### config.mk
export PLATFORM = sky130hd
export DESIGN_NAME = wkup_ctrl
export DESIGN_NICKNAME = d
export VERILOG_FILES = /design/src/rtl/wkup_pkg.sv /design/src/rtl/wkup_sync.sv /design/src/rtl/wkup_bank.sv /design/src/rtl/wkup_ctrl.sv
export SDC_FILE = /design/constraint.sdc
export NUM_CORES = 1
export LEC_CHECK = 0
export ABC_AREA = 1
export CAP_MARGIN = 20
export CORE_MARGIN = 2
export CORE_UTILIZATION = 53
export CTS_CLUSTER_SIZE = 10
export DETAILED_ROUTE_END_ITERATION = 6
export DONT_BUFFER_PORTS = 1
export PLACE_DENSITY = 0.69
export SYNTH_ARGS = -nofsm -noshare
export SYNTH_HDL_FRONTEND = slang
export SYNTH_SLANG_ARGS = --single-unit
### constraint.sdc
create_clock -name clk -period 1.5 [get_ports clk]
set_input_delay 0.225 -clock clk [delete_from_list [all_inputs] [get_ports clk]]
set_output_delay 0.225 -clock clk [all_outputs]
set_load 0.01 [all_outputs]
### src/rtl/wkup_pkg.sv
// Package wkup_pkg: shared register-index encoding and defaults for the
// multi-input wake-up controller. Assumes an index field of three bits.
package wkup_pkg;
    localparam int DEF_BANKS = 2;
    localparam int DEF_CH    = 16;
    localparam int DEF_NIRQ  = 4;
    localparam int IDX_W     = 3;

    typedef enum logic [IDX_W-1:0] {
        RG_ENABLE   = 3'd0,
        RG_IEN      = 3'd1,
        RG_EDGE     = 3'd2,
        RG_PEND     = 3'd3,
        RG_CLEAR    = 3'd4,
        RG_ROUTE_LO = 3'd5,
        RG_ROUTE_HI = 3'd6,
        RG_SPARE    = 3'd7
    } reg_idx_e;
endpackage

### src/rtl/wkup_sync.sv
// Module wkup_sync: two-flop synchroniser plus polarity-selected edge detect
// for one bank. Assumes inputs are asynchronous level signals; hit is a
// one-cycle pulse per detected edge, valid for the cycle after the change
// reaches the second flop.
module wkup_sync #(
    parameter int CH = 16
) (
    input  logic          clk,
    input  logic          rst_n,
    input  logic [CH-1:0] pin,
    input  logic [CH-1:0] falling_sel,
    output logic [CH-1:0] hit
);
    logic [CH-1:0] meta_q, stab_q, prev_q;

    // Resynchronise the pins and keep one cycle of history.
    always_ff @(posedge clk) begin
        if (!rst_n) begin
            meta_q <= '0;
            stab_q <= '0;
            prev_q <= '0;
        end else begin
            meta_q <= pin;
            stab_q <= meta_q;
            prev_q <= stab_q;
        end
    end

    // Pick the rising or falling transition per channel.
    always_comb begin
        hit = (~falling_sel & stab_q & ~prev_q) | (falling_sel & prev_q & ~stab_q);
    end
endmodule

### src/rtl/wkup_bank.sv
// Module wkup_bank: register file, pending latch and interrupt routing for
// one bank. Assumes NIRQ <= 4 so that each routing code fits in the two
// routing words, and that hit comes from a registered edge detector.
module wkup_bank
    import wkup_pkg::*;
#(
    parameter int CH   = 16,
    parameter int NIRQ = 4
) (
    input  logic            clk,
    input  logic            rst_n,
    input  logic            sel,
    input  logic            we,
    input  logic [IDX_W-1:0] idx,
    input  logic [CH-1:0]   wdata,
    input  logic [CH-1:0]   hit,
    output logic [CH-1:0]   rdata,
    output logic [CH-1:0]   falling_sel,
    output logic            wake_o,
    output logic [NIRQ-1:0] irq_o
);
    localparam int CW = $clog2(NIRQ);

    logic [CH-1:0]   en_q, ien_q, edge_q, pend_q, rlo_q, rhi_q;
    logic [CH-1:0]   clr_mask, armed, fresh;
    logic [2*CH-1:0] route_all;
    logic            wr_hit;

    assign wr_hit      = sel & we;
    assign clr_mask    = (wr_hit && idx == RG_CLEAR) ? wdata : '0;
    assign fresh       = hit & en_q;
    assign falling_sel = edge_q;
    assign armed       = pend_q & ien_q;
    assign route_all   = {rhi_q, rlo_q};

    // Configuration registers written from the bus.
    always_ff @(posedge clk) begin
        if (!rst_n) begin
            en_q   <= '0;
            ien_q  <= '0;
            edge_q <= '0;
            rlo_q  <= '0;
            rhi_q  <= '0;
        end else if (wr_hit) begin
            case (idx)
                RG_ENABLE:   en_q   <= wdata;
                RG_IEN:      ien_q  <= wdata;
                RG_EDGE:     edge_q <= wdata;
                RG_ROUTE_LO: rlo_q  <= wdata;
                RG_ROUTE_HI: rhi_q  <= wdata;
                default:     ;
            endcase
        end
    end

    // Pending latch: clear by mask, a same-cycle new edge takes priority.
    always_ff @(posedge clk) begin
        if (!rst_n) pend_q <= '0;
        else        pend_q <= (pend_q & ~clr_mask) | fresh;
    end

    // Register read multiplexer; clear and spare indices return zero.
    always_comb begin
        case (idx)
            RG_ENABLE:   rdata = en_q;
            RG_IEN:      rdata = ien_q;
            RG_EDGE:     rdata = edge_q;
            RG_PEND:     rdata = pend_q;
            RG_ROUTE_LO: rdata = rlo_q;
            RG_ROUTE_HI: rdata = rhi_q;
            default:     rdata = '0;
        endcase
    end

    // Bank wake contribution from enabled pending channels.
    assign wake_o = |(pend_q & en_q);

    // Steer each armed channel onto the line its routing code names.
    always_comb begin
        irq_o = '0;
        for (int n = 0; n < CH; n++) begin
            if (armed[n]) irq_o[route_all[n*CW +: CW]] = 1'b1;
        end
    end

    // a channel disabled in the previous cycle gains no pending bit.
    p_disabled_no_set_r4: assert property (@(posedge clk) disable iff (!rst_n)
        1'b1 |=> ((pend_q & ~$past(pend_q) & ~$past(en_q)) == '0));

    // masked bits without a concurrent edge are gone after the write.
    p_clear_takes_r5: assert property (@(posedge clk) disable iff (!rst_n)
        (clr_mask != '0) |=> ((pend_q & $past(clr_mask & ~fresh)) == '0));

    // an edge on an enabled channel always leaves its bit set.
    p_edge_wins_r6: assert property (@(posedge clk) disable iff (!rst_n)
        (fresh != '0) |=> ((pend_q & $past(fresh)) == $past(fresh)));

    // writing the pending index does not alter pending state.
    p_pend_readonly_r2: assert property (@(posedge clk) disable iff (!rst_n)
        (wr_hit && idx == RG_PEND && fresh == '0) |=> (pend_q == $past(pend_q)));
endmodule

### src/rtl/wkup_ctrl.sv
// Module wkup_ctrl: top of the multi-input wake-up controller. One
// synchroniser and one register bank per bank of channels; address bits
// above the index pick the bank. Assumes BANKS is a power of two >= 2.
module wkup_ctrl
    import wkup_pkg::*;
#(
    parameter int BANKS = DEF_BANKS,
    parameter int CH    = DEF_CH,
    parameter int NIRQ  = DEF_NIRQ,
    localparam int BW   = $clog2(BANKS),
    localparam int AW   = IDX_W + BW
) (
    input  logic                clk,
    input  logic                rst_n,
    input  logic [BANKS*CH-1:0] wake_in,
    input  logic                bus_we,
    input  logic [AW-1:0]       bus_addr,
    input  logic [CH-1:0]       bus_wdata,
    output logic [CH-1:0]       bus_rdata,
    output logic                wake_req,
    output logic [NIRQ-1:0]     irq_req
);
    logic [CH-1:0]   bank_rd   [BANKS];
    logic [NIRQ-1:0] bank_irq  [BANKS];
    logic [BANKS-1:0] bank_wake;
    logic [BW-1:0]   bank_sel;

    assign bank_sel = bus_addr[AW-1:IDX_W];

    for (genvar b = 0; b < BANKS; b++) begin : g_bank
        logic [CH-1:0] hit, falling_sel;

        wkup_sync #(.CH(CH)) u_sync (
            .clk        (clk),
            .rst_n      (rst_n),
            .pin        (wake_in[b*CH +: CH]),
            .falling_sel(falling_sel),
            .hit        (hit)
        );

        wkup_bank #(.CH(CH), .NIRQ(NIRQ)) u_bank (
            .clk        (clk),
            .rst_n      (rst_n),
            .sel        (bank_sel == BW'(b)),
            .we         (bus_we),
            .idx        (bus_addr[IDX_W-1:0]),
            .wdata      (bus_wdata),
            .hit        (hit),
            .rdata      (bank_rd[b]),
            .falling_sel(falling_sel),
            .wake_o     (bank_wake[b]),
            .irq_o      (bank_irq[b])
        );
    end

    // Return the read data of the addressed bank.
    assign bus_rdata = bank_rd[bank_sel];

    // Merge the per-bank requests onto the shared outputs.
    always_comb begin
        irq_req = '0;
        for (int b = 0; b < BANKS; b++) irq_req = irq_req | bank_irq[b];
    end
    assign wake_req = |bank_wake;
endmodule

Word level (Yosys, flattened, before mapping) --
Index checks and enable logic that the tools add are counted.
Cells by class: $lt $le $gt $ge 65, multiplexer cells 103, bitwise gates (word level) 63, reductions and logical operators 46, equal/unequal tests 6
Operators by type and width (number):
- bitwise AND 16 bit | 16
- one-hot mux 16 bit (6 select lines) | 2
- 2-to-1 mux 4 bit | 32
- inverter 16 bit | 8
- bitwise OR 4 bit | 31
- < comparator 2 x 3 -> 1 bit, second input constant | 32
- 2-to-1 mux 16 bit | 5
- demux 1 bit (select 2 bit) | 32
- >= comparator 2 x 1 -> 1 bit, second input constant | 32
- bitwise OR 16 bit | 4
- logical AND 1 bit | 34
- 2-to-1 mux 1 bit | 32
- OR reduction 32 bit | 1
- AND reduction 2 bit | 10
- == test 3 bit, second input constant | 3
- == test 3 x 2 -> 1 bit, second input constant | 2
- == test 3 x 1 -> 1 bit, second input constant | 1
- zero test 3 bit | 1
- bitwise AND 1 bit | 2
- >= comparator 2 bit, second input constant | 1
- inverter 1 -> 2 bit | 1
- inverter 1 bit | 1
Storage, ports and cells: input port bits 55, logic and storage cells 301, output and inout port bits 21, register bits 288

Logic depth before layout (Yosys ltp) --
depth in word-level cells 36, gate-level depth with buffers 11, depth with buffers taken out 9

Modules after synthesis --
Synthesis repeated with hierarchy kept, for this count alone.
Unflattened totals: cells, all modules 2089, area total of the unflattened synthesis 13570.5 µm²
Modules (own cells, without submodules):
- wkup_bank (g_bank[0].u_bank) | cells an instance 781, instances 1, seq. area each 1921.8 µm², area an instance 4933.5 µm²
- wkup_bank (g_bank[1].u_bank) | cells an instance 761, instances 1, seq. area each 1921.8 µm², area an instance 4843.4 µm²
- wkup_sync | cells an instance 245, instances 2, seq. area each 960.9 µm², area an instance 1761.7 µm²
- wkup_ctrl | cells an instance 57, instances 1, seq. area each 0.0 µm², area an instance 270.3 µm²

Worst setup path before layout --
No wires, ideal clock.
kind input to output, from input port bus_addr[1], to output port bus_rdata[10], data required time 1275 ps, stages on the path 10, slack -15 ps, data arrival time 1290 ps, cells stage by stage buf_2 > nor2_1 > nand2_2 > buf_6 > clkbuf_1 > o21ai_0 > inv_1 > nand2_1 > nand2_1 > nand2_1
Between the ends: word-level cells in the longest chain between the ends 5, elaborated cells on any way between the ends 11, classes of those cells 5 x eq/ne; 5 x mux; 1 x reduce/logical
RTL lines:
- start, declared | RTL line wkup_ctrl.sv:17 | input logic [AW-1:0] bus_addr,
- == test 3 bit, or another cell as far along | RTL line wkup_bank.sv:64 | case (idx)
- one-hot mux 16 bit (6 select lines) | RTL line wkup_bank.sv:64
- 2-to-1 mux 16 bit (implied by the code) * (3 in a row) | RTL line wkup_ctrl.sv:57 | assign bus_rdata = bank_rd[bank_sel];
- end, declared | RTL line wkup_ctrl.sv:19 | output logic [CH-1:0] bus_rdata,
Mark *: on every way between the ends. The rest lies on a longest branch, timed or not. The select of a mux whose other input is x is not followed.

Worst setup path in the final report --
from register g_bank[1].u_bank.pend_q[5], to output port irq_req[2]
Between the ends: word-level cells in the longest chain between the ends 23
RTL lines:
- start, declared | RTL line wkup_bank.sv:24 | logic [CH-1:0] en_q, ien_q, edge_q, pend_q, rlo_q, rhi_q;
- start signal, assigned | RTL line wkup_bank.sv:59 | else pend_q <= (pend_q & ~clr_mask) | fresh;
- bitwise AND 16 bit * | RTL line wkup_bank.sv:33 | assign armed = pend_q & ien_q;
- 2-to-1 mux 4 bit * | RTL line wkup_bank.sv:82 | if (armed[n]) irq_o[route_all[n*CW +: CW]] = 1'b1;
- bitwise OR 4 bit (no line)
- 2-to-1 mux 4 bit * | RTL line wkup_bank.sv:82
- bitwise OR 4 bit (no line)
- 2-to-1 mux 4 bit * | RTL line wkup_bank.sv:82
- bitwise OR 4 bit (no line)
- 2-to-1 mux 4 bit * | RTL line wkup_bank.sv:82
- (+7 left out)
- 2-to-1 mux 4 bit * | RTL line wkup_bank.sv:82
- bitwise OR 4 bit (no line)
- 2-to-1 mux 4 bit * | RTL line wkup_bank.sv:82
- bitwise OR 4 bit (no line)
- 2-to-1 mux 4 bit * | RTL line wkup_bank.sv:82
- bitwise OR 4 bit (no line)
- 2-to-1 mux 4 bit * | RTL line wkup_bank.sv:82
- bitwise OR 4 bit * | RTL line wkup_ctrl.sv:62 | for (int b = 0; b < BANKS; b++) irq_req = irq_req | bank_irq[b];
- end, declared | RTL line wkup_ctrl.sv:21 | output logic [NIRQ-1:0] irq_req
Mark *: on every way between the ends. The rest lies on a longest branch, timed or not.

==> impl_metrics.py <==
metrics = {
    "pwr": {
        "cell_internal_pwr_mw": 12.7,
        "swShare": 0.248,
        "comb_power_share": 0.076,
        "p_clk_frac": 0.450,
        "power_leakage_nw": 8.01,
        "ir_drop_mv": 1.06,
        "p_sw_mw": 4.19,
        "pwr-share-seq": 0.474,
        "powerDensity_mw_per_mm2": 930,
    },
    "yosys": {
        "ys_seq_area_frac": 0.432,
        "synth_cell_types": 24,
        "ys_ff_latch": 288,
        "synth_warnings": 0,
        "synthesis.area_mm2": 0.0133,
        "yosysTopAreaCellShare": 0.432,
        "synth_area_leaders": "dfxtp_1 (43%), nand2_1 (15%), o21ai_0 (11%)",
        "synth_top_cell_by_area": "dfxtp_1",
        "avgSynthCellArea_um2": 6.56,
        "synth_cells": 2035,
        "synth_fp_nets": 2090,
    },
    "timing": {
        "fmax_mhz": 542,
        "slew_viol_final": 0,
        "tns_ns": -4.30,
        "tightest_slew_ns": 0.594,
        "relSlewSlack": 0.603,
        "setup_viol": 21,
        "min_period_ns": 1.85,
        "finClkSkew_ns": 0.0100,
        "period_share": 1.23,
        "final-hold-violation-count": 0,
        "fin_ws_ns": -0.346,
        "rsz0062_at_grt": "true",
    },
    "detailed_routing": {
        "wl_um": 55900,
        "drt-initial-drc-count": 1836,
        "drt_pre_antenna_iters": 6,
        "wire_per_inst_um": 21.4,
        "vias_per_cell": 5.76,
        "drc": 0,
        "vias": 15054,
        "ant_nets": 0,
    },
    "min_path": {
        "hold_path.startpoint": "bus_wdata[0]",
        "min_to": "g_bank[1].u_bank.en_q[0]",
        "whs_path_depth": 2,
        "hold_path.class": "primary input to flop",
    },
    "cts": {
        "numCtsBuffers": 35,
        "cts_sinks": 288,
        "insertion_delay_ns": 0.52,
        "clock_path_buffers": 3,
        "cts_tree": "yes",
        "cts_max_level": 2,
        "cts_root_buf": "clkbuf_16",
        "clk_pin_slew_ns": 0.06,
    },
    "place": {
        "port_buffers": 0,
        "place_hpwl_um": 35100,
        "place_ws_ns": -0.124,
        "place.gp.congestion": 0.955,
    },
    "setup_path": {
        "required_ns": 1.27,
        "start_kind": "flop",
        "cp.arrival_ns": 1.62,
        "max_stage_delay_ns": 0.34,
        "path_class": "flop to output port",
        "worstRegToRegCells": 4,
        "ff2ff_setup_slack_ns": 0.07,
        "rr_startpoint": "g_bank[0].u_bank.en_q[7]",
        "r2r-end": "g_bank[0].u_bank.en_q[7]",
        "cp_top_family": "simple AND/OR/NAND/NOR gates",
        "crit_path_frequent_cell": "nand2_1",
        "worst-path-stages": 8,
        "critPathBufInv": 1,
        "crit_slowest_cell": "dfxtp_2",
        "crit_fanout": 4,
        "endpoint_kind": "output port",
        "worstPathCellList": "nand2_1 > inv_2 > nand3_1 > nand2_1 > nor2_1 > nand2_1 > nor2_2 > nand2_2",
    },
    "run_status": {
        "status": "finished with violations",
        "violations": "negative setup slack",
    },
    "final_layout": {
        "nFillCells": 1844,
        "multiInputGateArea_mm2": 0.00649,
        "layout_commonest_cell": "nand2_1",
        "layout.nets": 2330,
        "n_antenna_cell": 0,
        "seq_area_mm2": 0.00596,
        "area_growth_pct": 36.3,
        "drive_above_1_share": 0.205,
        "layout_common_cells": "nand2_1 (439), inv_1 (287), o21ai_0 (236), dlygate4sd3_1 (206), a21oi_1 (193)",
    },
    "floorplanning": {
        "core-area_mm2": 0.0250,
        "chipHeight_um": 163,
        "die_x_um": 163,
        "placementRows": 58,
        "initial_core_util": 0.535,
        "die-area_mm2": 0.0265,
        "pin_count": 76,
    },
    "global_routing": {
        "grt_pass1_wl_um": 83400,
        "grt_max_degree": 167,
        "grt_pass1_vias": 14429,
        "grt_antenna_before_repair": 0,
        "grt_overflow": 0,
        "grt_usage": 0.416,
    },
    "flow_run": {
        "drv_cap": 0,
    },
}
## metrics by stage
| step | area, um^2 | hold slack [ns] | std cells | total power, mW | utilization |
|---|---|---|---|---|---|
| global placement | 14200 | 0.324 | 2351 | 8.96 | 0.568 |
| detailed placement | 14200 | 0.328 | 2351 | 8.98 | 0.568 |
| global route | 18200 | 0.0370 | 2612 | 17.3 | 0.729 |
| floorplan | 13300 | 0.323 | 2035 | 8.69 | - |
| finish | 18200 | 0.0232 | 2612 | 16.9 | 0.729 |
| CTS | 17900 | 0.0222 | 2609 | 16.7 | 0.717 |
## registers in the layout, summed over array words and instances, names as in the netlist
| signal | count |
|---|---|
| g_bank.u_bank.ien_q | 32 |
| g_bank.u_sync.prev_q | 32 |
| g_bank.u_sync.meta_q | 32 |
| g_bank.u_sync.stab_q | 32 |
| g_bank.u_bank.rhi_q | 32 |
| g_bank.u_bank.pend_q | 32 |
| g_bank.u_bank.falling_sel | 32 |
| g_bank.u_bank.en_q | 32 |
| g_bank.u_bank.rlo_q | 32 |
## cells in the mapped netlist (all sizes together)
master  instances
clkbuf         59
nand3b          3
or2             1
nor2          130
a21oi         193
o22ai           5
nor3b           1
a22o            2
buf            46
nand4          28
nand2         534
o21ai         283
inv           325
nor3           14
nand3         123
dfxtp         288
## power by group through the flow
| stage | combinational, mW | clock (mW) | sequential, mW |
|---|---|---|---|
| 2_1_floorplan | 0.571 | 0 | 8.12 |
| 3_3_place_gp | 0.793 | 0 | 8.17 |
| 3_5_place_dp | 0.809 | 0 | 8.18 |
| 4_1_cts | 1.18 | 7.50 | 8.01 |
| 5_1_grt | 1.36 | 7.87 | 8.03 |
| 6_report | 1.28 | 7.60 | 8.02 |
## repair_timing
item                                    CTS  global route
buffers inserted                          9             2
gates cloned                              0             1
endpoints found under the setup margin   21            25
pin swaps                               119            64
endpoints found under the hold margin   253             0
hold buffers                            208             0
resized for setup                       315            97
## logic make-up (layout without fill, tap and decap cells)
logic type,Yosys count,count (layout),share of synthesized area
compound gates,483,483,0.182
buf+inv,430,677,0.125
simple gates,834,834,0.261
flops,288,288,0.432
## cell type report
class                      instances  share of cell area
clock buffer                      41              0.0510
sequential                       288               0.328
inverter                         325              0.0673
clock inverter                     3             0.00206
multi-input combinational       1317               0.357
timing repair buffer             308               0.172
tap                              330              0.0227
## layer usage
layer,up-vias,part of all wire,track usage
met2,958,0.45,0.659
met4,0,0.055,0.201
met5,-,0,0
met1,6994,0.39,0.547
met3,184,0.11,0.0815
li1,6918,-,-
## worst max-delay path by stage
stage               slack (ns)                       start       endpoint
floorplan                 0.04                 bus_addr[1]  bus_rdata[10]
global placement         -0.12                 bus_addr[2]  bus_rdata[15]
detailed placement       -0.12                 bus_addr[2]   bus_rdata[6]
CTS                      -0.33  g_bank[1].u_bank.pend_q[2]     irq_req[3]
global route             -0.40  g_bank[0].u_bank.pend_q[9]     irq_req[2]
finish                   -0.35  g_bank[1].u_bank.pend_q[5]     irq_req[2]
(Power assumes the default switching activity.)
